$ cat config.mk
export PLATFORM = sky130hd
export DESIGN_NAME = acia_ctrl_stat
export DESIGN_NICKNAME = d
export VERILOG_FILES = /design/src/rtl/acia_pkg.sv /design/src/rtl/acia_fmt_dec.sv /design/src/rtl/acia_mode_dec.sv /design/src/rtl/acia_irq_gen.sv /design/src/rtl/acia_flags.sv /design/src/rtl/acia_ctrl_stat.sv
export SDC_FILE = /design/constraint.sdc
export NUM_CORES = 1
export LEC_CHECK = 0
export CAP_MARGIN = 20
export CORE_ASPECT_RATIO = 2
export CORE_MARGIN = 2
export CORE_UTILIZATION = 42
export CTS_CLUSTER_DIAMETER = 50
export DETAILED_ROUTE_END_ITERATION = 16
export PLACE_DENSITY = 0.75
export SYNTH_ARGS = -nofsm -noshare
export SYNTH_HDL_FRONTEND = slang
export SYNTH_HIERARCHICAL = 1
export SYNTH_SLANG_ARGS = --single-unit
$ cat constraint.sdc
create_clock -name clk -period 1.9 [get_ports clk]
set_input_delay 0.475 -clock clk [delete_from_list [all_inputs] [get_ports clk]]
set_output_delay 0.475 -clock clk [all_outputs]
set_load 0.05 [all_outputs]
$ cat src/rtl/acia_pkg.sv
package acia_pkg;
    localparam int BW = 8;

    typedef enum logic [1:0] {
        HS_LOW_QUIET  = 2'b00,
        HS_LOW_TXIRQ  = 2'b01,
        HS_HIGH_QUIET = 2'b10,
        HS_BREAK      = 2'b11
    } hs_mode_e;

    typedef struct packed {
        logic len8;
        logic stop2;
        logic par_en;
        logic par_odd;
    } fmt_t;

    typedef struct packed {
        logic          rdrf;
        logic          ovrn;
        logic          perr;
        logic          ferr;
        logic          tx_full;
        logic [BW-1:0] rx_byte;
        logic [BW-1:0] tx_byte;
    } flags_t;
endpackage

$ cat src/rtl/acia_fmt_dec.sv
module acia_fmt_dec
    import acia_pkg::*;
(
    input  logic [2:0] code,
    output fmt_t       fmt
);
    always_comb begin
        fmt.len8    = code[2];
        // eight-bit words take two stops only with the no-parity code 100
        fmt.stop2   = code[2] ? (code[1:0] == 2'b00) : ~code[1];
        fmt.par_en  = ~code[2] | code[1];
        fmt.par_odd = fmt.par_en & code[0];
    end
endmodule

$ cat src/rtl/acia_mode_dec.sv
module acia_mode_dec
    import acia_pkg::*;
#(
    parameter int DIV_MID = 16,
    parameter int DIV_HI  = 64,
    localparam int DIV_W  = $clog2(DIV_HI + 1)
) (
    input  logic [1:0]       div_code,
    input  logic [1:0]       hs_code,
    output logic [DIV_W-1:0] ratio,
    output logic             mr,
    output logic             rts_line,
    output logic             brk,
    output logic             tie
);
    hs_mode_e hs;

    always_comb begin
        hs = hs_mode_e'(hs_code);
        mr = 1'b0;
        unique case (div_code)
            2'b00:   ratio = DIV_W'(1);
            2'b01:   ratio = DIV_W'(DIV_MID);
            2'b10:   ratio = DIV_W'(DIV_HI);
            default: begin
                ratio = '0;
                mr    = 1'b1;
            end
        endcase
        rts_line = (hs == HS_HIGH_QUIET);
        tie      = (hs == HS_LOW_TXIRQ);
        brk      = (hs == HS_BREAK) && !mr;
    end
endmodule

$ cat src/rtl/acia_irq_gen.sv
module acia_irq_gen (
    input  logic mr,
    input  logic rie,
    input  logic tie,
    input  logic rdrf,
    input  logic ovrn,
    input  logic dcd,
    input  logic tdre_vis,
    output logic irq
);
    logic rx_src, tx_src;

    always_comb begin
        rx_src = rie && (rdrf || ovrn || dcd);
        tx_src = tie && tdre_vis;
        irq    = !mr && (rx_src || tx_src);
    end
endmodule

$ cat src/rtl/acia_flags.sv
module acia_flags
    import acia_pkg::*;
(
    input  logic          clk,
    input  logic          rst_n,
    input  logic          mr,
    input  logic          rd_data,
    input  logic          wr_data,
    input  logic [BW-1:0] wbyte,
    input  logic          rx_load,
    input  logic [BW-1:0] rx_char,
    input  logic          rx_perr,
    input  logic          rx_ferr,
    input  logic          par_en,
    input  logic          tx_take,
    output flags_t        flags_q
);
    flags_t flags_d;

    always_comb begin
        flags_d = flags_q;
        if (rd_data) begin
            flags_d.rdrf = 1'b0;
            flags_d.ovrn = 1'b0;
            flags_d.perr = 1'b0;
            flags_d.ferr = 1'b0;
        end
        if (rx_load) begin
            if (flags_q.rdrf && !rd_data) begin
                flags_d.ovrn = 1'b1;
            end else begin
                flags_d.rdrf    = 1'b1;
                flags_d.rx_byte = rx_char;
                flags_d.perr    = rx_perr && par_en;
                flags_d.ferr    = rx_ferr;
            end
        end
        if (tx_take) flags_d.tx_full = 1'b0;
        if (wr_data) begin
            flags_d.tx_full = 1'b1;
            flags_d.tx_byte = wbyte;
        end
        if (mr) begin
            flags_d.rdrf    = 1'b0;
            flags_d.ovrn    = 1'b0;
            flags_d.perr    = 1'b0;
            flags_d.ferr    = 1'b0;
            flags_d.tx_full = 1'b0;
        end
    end

    always_ff @(posedge clk or negedge rst_n) begin
        if (!rst_n) flags_q <= '0;
        else        flags_q <= flags_d;
    end

    a_r7_read_clears: assert property (@(posedge clk) disable iff (!rst_n)
        rd_data && !rx_load |=> !flags_q.rdrf && !flags_q.ovrn && !flags_q.perr && !flags_q.ferr);

    a_r7_parity_gated: assert property (@(posedge clk) disable iff (!rst_n)
        rx_load && !par_en && !mr && (!flags_q.rdrf || rd_data) |=> !flags_q.perr);

    a_r8_overrun_keeps: assert property (@(posedge clk) disable iff (!rst_n)
        rx_load && flags_q.rdrf && !rd_data && !mr |=> flags_q.ovrn && $stable(flags_q.rx_byte));

    a_r2_mr_flush: assert property (@(posedge clk) disable iff (!rst_n)
        mr |=> !flags_q.rdrf && !flags_q.tx_full && !flags_q.ovrn);

    a_r11_write_fills: assert property (@(posedge clk) disable iff (!rst_n)
        wr_data && !mr |=> flags_q.tx_full && flags_q.tx_byte == $past(wbyte));
endmodule

$ cat src/rtl/acia_ctrl_stat.sv
module acia_ctrl_stat
    import acia_pkg::*;
#(
    parameter int DIV_MID = 16,
    parameter int DIV_HI  = 64,
    localparam int DIV_W  = $clog2(DIV_HI + 1)
) (
    input  logic             clk,
    input  logic             rst_n,
    input  logic             cs,
    input  logic             rw,
    input  logic             rs,
    input  logic [BW-1:0]    wdata,
    output logic [BW-1:0]    rdata,
    output logic             irq_n,
    input  logic             rx_load,
    input  logic [BW-1:0]    rx_char,
    input  logic             rx_perr,
    input  logic             rx_ferr,
    input  logic             tx_take,
    output logic             tx_pending,
    output logic [BW-1:0]    tx_data,
    input  logic             cts_line,
    input  logic             dcd_line,
    output logic             rts_line,
    output logic             brk_out,
    output logic             dp_idle,
    output logic [DIV_W-1:0] div_ratio,
    output logic             fmt_len8,
    output logic             fmt_stop2,
    output logic             fmt_par_en,
    output logic             fmt_par_odd
);
    localparam logic [BW-1:0] CTRL_RST = 8'h03;

    logic [BW-1:0] ctrl_d, ctrl_q;
    logic          ctrl_wr, data_wr, data_rd;
    logic          mr, tie, irq, tdre_vis;
    logic [BW-1:0] status;
    fmt_t          fmt;
    flags_t        flags_q;

    always_comb begin
        ctrl_wr = cs && !rw && !rs;
        ctrl_d  = ctrl_wr ? wdata : ctrl_q;
    end

    always_ff @(posedge clk or negedge rst_n) begin
        if (!rst_n) ctrl_q <= CTRL_RST;
        else        ctrl_q <= ctrl_d;
    end

    acia_mode_dec #(.DIV_MID(DIV_MID), .DIV_HI(DIV_HI)) i_mode (
        .div_code (ctrl_q[1:0]),
        .hs_code  (ctrl_q[6:5]),
        .ratio    (div_ratio),
        .mr       (mr),
        .rts_line (rts_line),
        .brk      (brk_out),
        .tie      (tie)
    );

    acia_fmt_dec i_fmt (
        .code (ctrl_q[4:2]),
        .fmt  (fmt)
    );

    always_comb begin
        data_wr = cs && !rw && rs && !mr;
        data_rd = cs && rw && rs;
    end

    acia_flags i_flags (
        .clk     (clk),
        .rst_n   (rst_n),
        .mr      (mr),
        .rd_data (data_rd),
        .wr_data (data_wr),
        .wbyte   (wdata),
        .rx_load (rx_load),
        .rx_char (rx_char),
        .rx_perr (rx_perr),
        .rx_ferr (rx_ferr),
        .par_en  (fmt.par_en),
        .tx_take (tx_take),
        .flags_q (flags_q)
    );

    always_comb tdre_vis = !flags_q.tx_full && !cts_line && !mr;

    acia_irq_gen i_irq (
        .mr       (mr),
        .rie      (ctrl_q[7]),
        .tie      (tie),
        .rdrf     (flags_q.rdrf),
        .ovrn     (flags_q.ovrn),
        .dcd      (dcd_line),
        .tdre_vis (tdre_vis),
        .irq      (irq)
    );

    always_comb begin
        status = {irq,
                  flags_q.perr && !mr,
                  flags_q.ovrn && !mr,
                  flags_q.ferr && !mr,
                  cts_line,
                  dcd_line,
                  tdre_vis,
                  flags_q.rdrf && !mr};
        if (cs && rw) rdata = rs ? flags_q.rx_byte : status;
        else          rdata = '0;
        irq_n       = !irq;
        dp_idle     = mr;
        tx_pending  = flags_q.tx_full;
        tx_data     = flags_q.tx_byte;
        fmt_len8    = fmt.len8;
        fmt_stop2   = fmt.stop2;
        fmt_par_en  = fmt.par_en;
        fmt_par_odd = fmt.par_odd;
    end

    a_r9_cts_hides_empty: assert property (@(posedge clk) disable iff (!rst_n)
        cts_line |-> !status[1]);

    a_r2_mr_quiet: assert property (@(posedge clk) disable iff (!rst_n)
        dp_idle |-> irq_n && !brk_out);

    a_r4_break_rts_low: assert property (@(posedge clk) disable iff (!rst_n)
        brk_out |-> !rts_line);

    a_r10_rx_source: assert property (@(posedge clk) disable iff (!rst_n)
        ctrl_q[7] && !dp_idle && flags_q.rdrf |-> !irq_n);
endmodule

After elaboration in Yosys (flattened, before gate mapping)
Cells that the tools add are included.
{ "classes": {"eq_ne": 6, "muxes": 13, "n_bitwise": 5, "reduce_logical": 31} }
{ "ops": {"columns": ["cell", "n"], "rows": [
  ["$pmux 7 s3", 1],
  ["$logic_and 1x1->1", 18],
  ["$mux 8", 2],
  ["$mux 4", 2],
  ["$eq 2x2->1 const B", 3],
  ["$logic_not 1->1", 6],
  ["$mux 1", 6],
  ["$mux 5", 1],
  ["$eq 2x1->1 const B", 2],
  ["$logic_not 2->1", 2],
  ["$logic_or 1x1->1", 3],
  ["$ne 3x1->1 const B", 1],
  ["$not 1->1", 3],
  ["$reduce_or 3->1", 1],
  ["$mux 2", 1],
  ["$reduce_and 2->1", 1],
  ["$and 1x1->1", 1],
  ["$or 1x1->1", 1]
]} }
{ "word_totals": {"ff_bits": 29, "inputBits": 27, "out_inout_bits": 32, "wordCells": 63} }

Logic depth before layout (Yosys ltp)
{ "logic_depth": {"ltp_word": 8, "mapped_depth": 6, "ltp_nobuf": 6} }

Cells and area by module
Netlist, hierarchy kept.
{ "modules_own_cells": {"columns": ["mod", "n_inst", "cells_per_inst", "area_per_inst_um2", "seq_area_each_um2"], "rows": [
  ["acia_flags", 1, 54, 837.1, 525.5],
  ["acia_ctrl_stat", 1, 45, 471.7, 202.7],
  ["acia_mode_dec", 1, 13, 86.3, 0.0],
  ["acia_fmt_dec", 1, 4, 35.0, 0.0],
  ["acia_irq_gen", 1, 3, 16.3, 0.0]
]} }

Worst setup path after synthesis
No wires, ideal clock.
{ "synth_timing": {"path_kind": "register to output", "startpoint": "register ctrl_q[1]", "endpoint": "output rdata[1]", "t_arrival_ns": 1.925, "path_slack_ns": -0.500, "stages_incl_launch_ff": 4, "path_buffers": 0, "cell_sequence": "dfstp_2 -> and2_4 -> or4_1 -> a21oi_1"} }
{ "synth_via": {"elab_chain_cells": 5, "word_cells_on_any_way": 7} }
{ "synth_rtl": {"columns": ["element", "line", "text"], "rows": [
  ["start: declaration", "acia_ctrl_stat.sv:36", "logic [BW-1:0] ctrl_d, ctrl_q;"],
  ["start signal: assignment", "acia_ctrl_stat.sv:50", "else ctrl_q <= ctrl_d;"],
  ["$eq 2x1->1 (tied with other cells)", "acia_mode_dec.sv:21", "unique case (div_code)"],
  ["$reduce_or 3->1 (no line) *", null, null],
  ["$logic_and 1x1->1 *", "acia_ctrl_stat.sv:89", "always_comb tdre_vis = !flags_q.tx_full && !cts_line && !mr;"],
  ["$mux 8 * (2 in series)", "acia_ctrl_stat.sv:111", "if (cs && rw) rdata = rs ? flags_q.rx_byte : status;"],
  ["end: declaration", "acia_ctrl_stat.sv:14", "output logic [BW-1:0] rdata,"]
]} }
Every way passes the cells marked *; elsewhere a longest branch is shown, timed or not.

Worst setup path in the final report
{ "layout_timing": {"startpoint": "register ctrl_q[0]", "endpoint": "output rdata[7]"} }
{ "layout_via": {"elab_chain_cells": 8, "word_cells_on_any_way": 10} }
{ "layout_rtl": {"columns": ["element", "line", "text"], "rows": [
  ["$eq 2x1->1 (tied with other cells)", "acia_mode_dec.sv:21", null],
  ["$reduce_or 3->1 (no line) *", null, null],
  ["$logic_and 1x1->1", "acia_ctrl_stat.sv:89", null],
  ["$logic_and 1x1->1", "acia_irq_gen.sv:15", "tx_src = tie && tdre_vis;"],
  ["$logic_or 1x1->1", "acia_irq_gen.sv:16", "irq = !mr && (rx_src || tx_src);"],
  ["$logic_and 1x1->1 *", "acia_irq_gen.sv:16", null],
  ["net irq", "acia_ctrl_stat.sv:38", "logic mr, tie, irq, tdre_vis;"],
  ["$mux 8 * (2 in series)", "acia_ctrl_stat.sv:111", null]
]} }
Mark *: on every way through the listed nets, which the timed path passes. The rest lies on a longest branch.

==> run summary <==
Synth top area share = 46.7%
largest net degree at the start of global routing = 30
area leader, netlist = dfrtp_1
clk slew on worst S/H paths = 0.06 ns
Core Region = 3340 um2
synth warn = 6
critical path launch point type = flip-flop
clk_lat worst skew = 0.28 ns
fmax = 0.485 GHz
Crit path largest cell delay = 0.53 ns
R2R Path End = i_flags/flags_q[5]
Worst Setup EP = rdata[7]
fin worst setup slack = -0.162 ns
GRT Total Usage = 21.7%
sequential-to-total area share from yosys stat = 50.3%
Post-Syn Area = 1450 um2
crit path from = ctrl_q[0]
hold_buf cts = 0
vias in the first global route = 1345
DP Area = 2320 um2
TritonCTS buffer count = 5
P_leak = 1.12 nW
failing checks = negative setup slack
Mapped Cells = 119
post-synth cell types = 27
CTS Root Cell = clkbuf_8
post-route insts no fill = 227
Crit Path Class = reg2out
die area = 3960 um2
post-route design area = 2490 um2
Yosys reg bits = 29
die span in x = 45.5 um
placed insts = 217
R2R depth = 5
via count = 1174
reg2reg setup slack = 0.32 ns
ANT nets after route = 0
post-route DRC violation count = 0
Max Buffers Root-to-Sink = 2
Worst Path Max Fanout = 8
Reg-to-Reg Start = ctrl_q[1]
initial core utilization = 43.3%
die height = 87.0 um
Ports = 59
Max VDD drop = 0.821 mV
skew final = 0.00472 ns
Primary FF master, synth = dfrtp_1
min Tclk post-route = 2.06 ns
WP data arrival = 1.59 ns
post-route clock period utilization = 109%
# H-tree levels = 2
Synth area leaders = dfrtp_1, mux2_2, mux2_4
required time of the worst setup path = 1.42 ns
fraction of registers with async set or reset after synthesis = 100%
Synth Area per Inst = 12.2 um2
fill count = 215
gr ovfl total = 0
Vias/cell = 5.17
unrepaired setup endpoints after global routing = true
Final setup viols = 7
num rows = 30
antenna violations before repair = 0
Detailed Routing Iterations Pass 1 = 2
final hold vios = 0
count leader, synth = dfrtp_1
PwrDens = 1170 nW/um2
Wirelength per Cell = 16.1 um
first-pass GRT wire length = 6.17 mm
final wirelength = 3.67 mm
ANT cells = 0
Crit-path slowest cell = dfstp_2
outcome = complete, but fails checks
drt first-iter violations = 16
HP Class = reg2reg
detailed placement HPWL = 2.81 mm
share of layout cells above drive strength 1 = 54.9%
Setup crit end kind = primary output
crit-path cells = and2_4 > buf_6 > a21oi_2 > mux2i_1 > nor2_2 > buf_12
CTS tree = built
Final Slew Violations = 0
routability-driven placement congestion ratio = 0.748
Port Buffers = 54
Final nets = 221
DP Worst Slack = -0.512 ns
CTS Sinks = 29
Hold Startpoint = i_flags/flags_q[0]
Layout area overhead = 72.4%
Synth top cells by count = dfrtp_1, mux2_2, a21oi_1, nand2_1, mux2_4
Post-synth EDFFs = 0
number of max-cap violations = 0
==> metrics by stage <==
| stage | hold slack, ns | TNS [ns] | power [mW] | util [%] |
|---|---|---|---|---|
| 2_1_floorplan | 0.179 | -0.454 | 1.69 | - |
| 3_3_place_gp | 0.492 | -8.96 | 2.18 | 69.3 |
| 3_5_place_dp | 0.501 | -10.76 | 2.21 | 69.3 |
| 4_1_cts | 0.514 | -1.14 | 2.92 | 74.1 |
| 5_1_grt | 0.529 | -1.21 | 3.04 | 74.6 |
| 6_report | 0.512 | -0.890 | 2.91 | 74.6 |
==> cell type report <==
class / instances / area (um2) / area share (%)
clock buffer: 7 / 86.3 / 3.46
sequential: 29 / 729 / 29.3
clock inverter: 1 / 30.0 / 1.20
timing repair buffer: 72 / 823 / 33.0
multi-input combinational: 82 / 769 / 30.9
inverter: 4 / 15.0 / 0.602
tap: 32 / 40.0 / 1.61
==> how the worst min path moves through the flow <==
stage,end,cells after the start
2_1_floorplan,ctrl_q[2],0
3_3_place_gp,i_flags/flags_q[0],1
3_5_place_dp,i_flags/flags_q[0],1
4_1_cts,i_flags/flags_q[0],1
5_1_grt,i_flags/flags_q[8],1
6_report,i_flags/flags_q[0],1
==> logic make-up (layout without fill, tap and decap cells) <==
kind of cell,count (synthesis),in the layout,share of synthesized area [%]
AOI/OAI and AO/OA,15,15,5.71
buffers and inverters,11,84,4.33
DFF,29,29,50.3
muxes,27,27,22.8
other,1,4,0.259
and+or+nand+nor,36,36,16.5
==> state kept, by name (all words and copies together), names as in the netlist <==
name,flops
ctrl_q,8
i_flags/flags_q,21
==> worst max-delay path: cells and delay by family (launching register included) <==
| kind | cells | cell delay, ns |
|---|---|---|
| multiplexers | 1 | 0.16 |
| buffers and inverters | 2 | 0.28 |
| flip-flops | 1 | 0.53 |
| AND/OR/NAND/NOR | 2 | 0.28 |
| AO/OA/AOI/OAI | 1 | 0.04 |
==> placed cells by master, fill, tap and decap left out, drive strengths merged <==
cell           synthesis  routed
buf                    7      47
dfrtp                 27      27
mux2                  24      24
clkdlybuf4s50          0      21
a21oi                 12      12
nand2                 10      10
clkbuf                 0       7
nor2                   6       6
or3b                   4       4
conb                   1       4
dlygate4sd2            0       4
inv                    4       4
mux2i                  3       3
nor3                   3       3
dfstp                  2       2
nand2b                 2       2
o211ai                 2       2
and2                   2       2
and2b                  2       2
nor2b                  2       2
or4                    1       1
and3                   1       1
nor3b                  1       1
bufinv                 0       1
nand4                  1       1
nand3                  1       1
o31ai                  1       1
==> timing repair <==
item                                    in CTS  in global routing
endpoints found under the setup margin      15                  7
gates resized for setup                     23                  3
gates cloned                                 0                  0
pin swaps                                   15                 11
setup buffers                                1                  1
==> where the power goes <==
part           internal, mW  switching (mW)
Sequential            0.785           0.115
Combinational         0.628           0.727
Clock                 0.427           0.232
Total                  1.84            1.07
==> routing by layer <==
metal | vias to the layer above | share of wire [%] | GRT usage [%]
met1 | 570 | 34 | 21.9
met5 | - | 0 | 0
li1 | 558 | - | -
met2 | 39 | 59 | 38.2
met3 | 7 | 5.6 | 6.43
met4 | 0 | 2.1 | 10.2
Power figures use the tool's default switching activity.
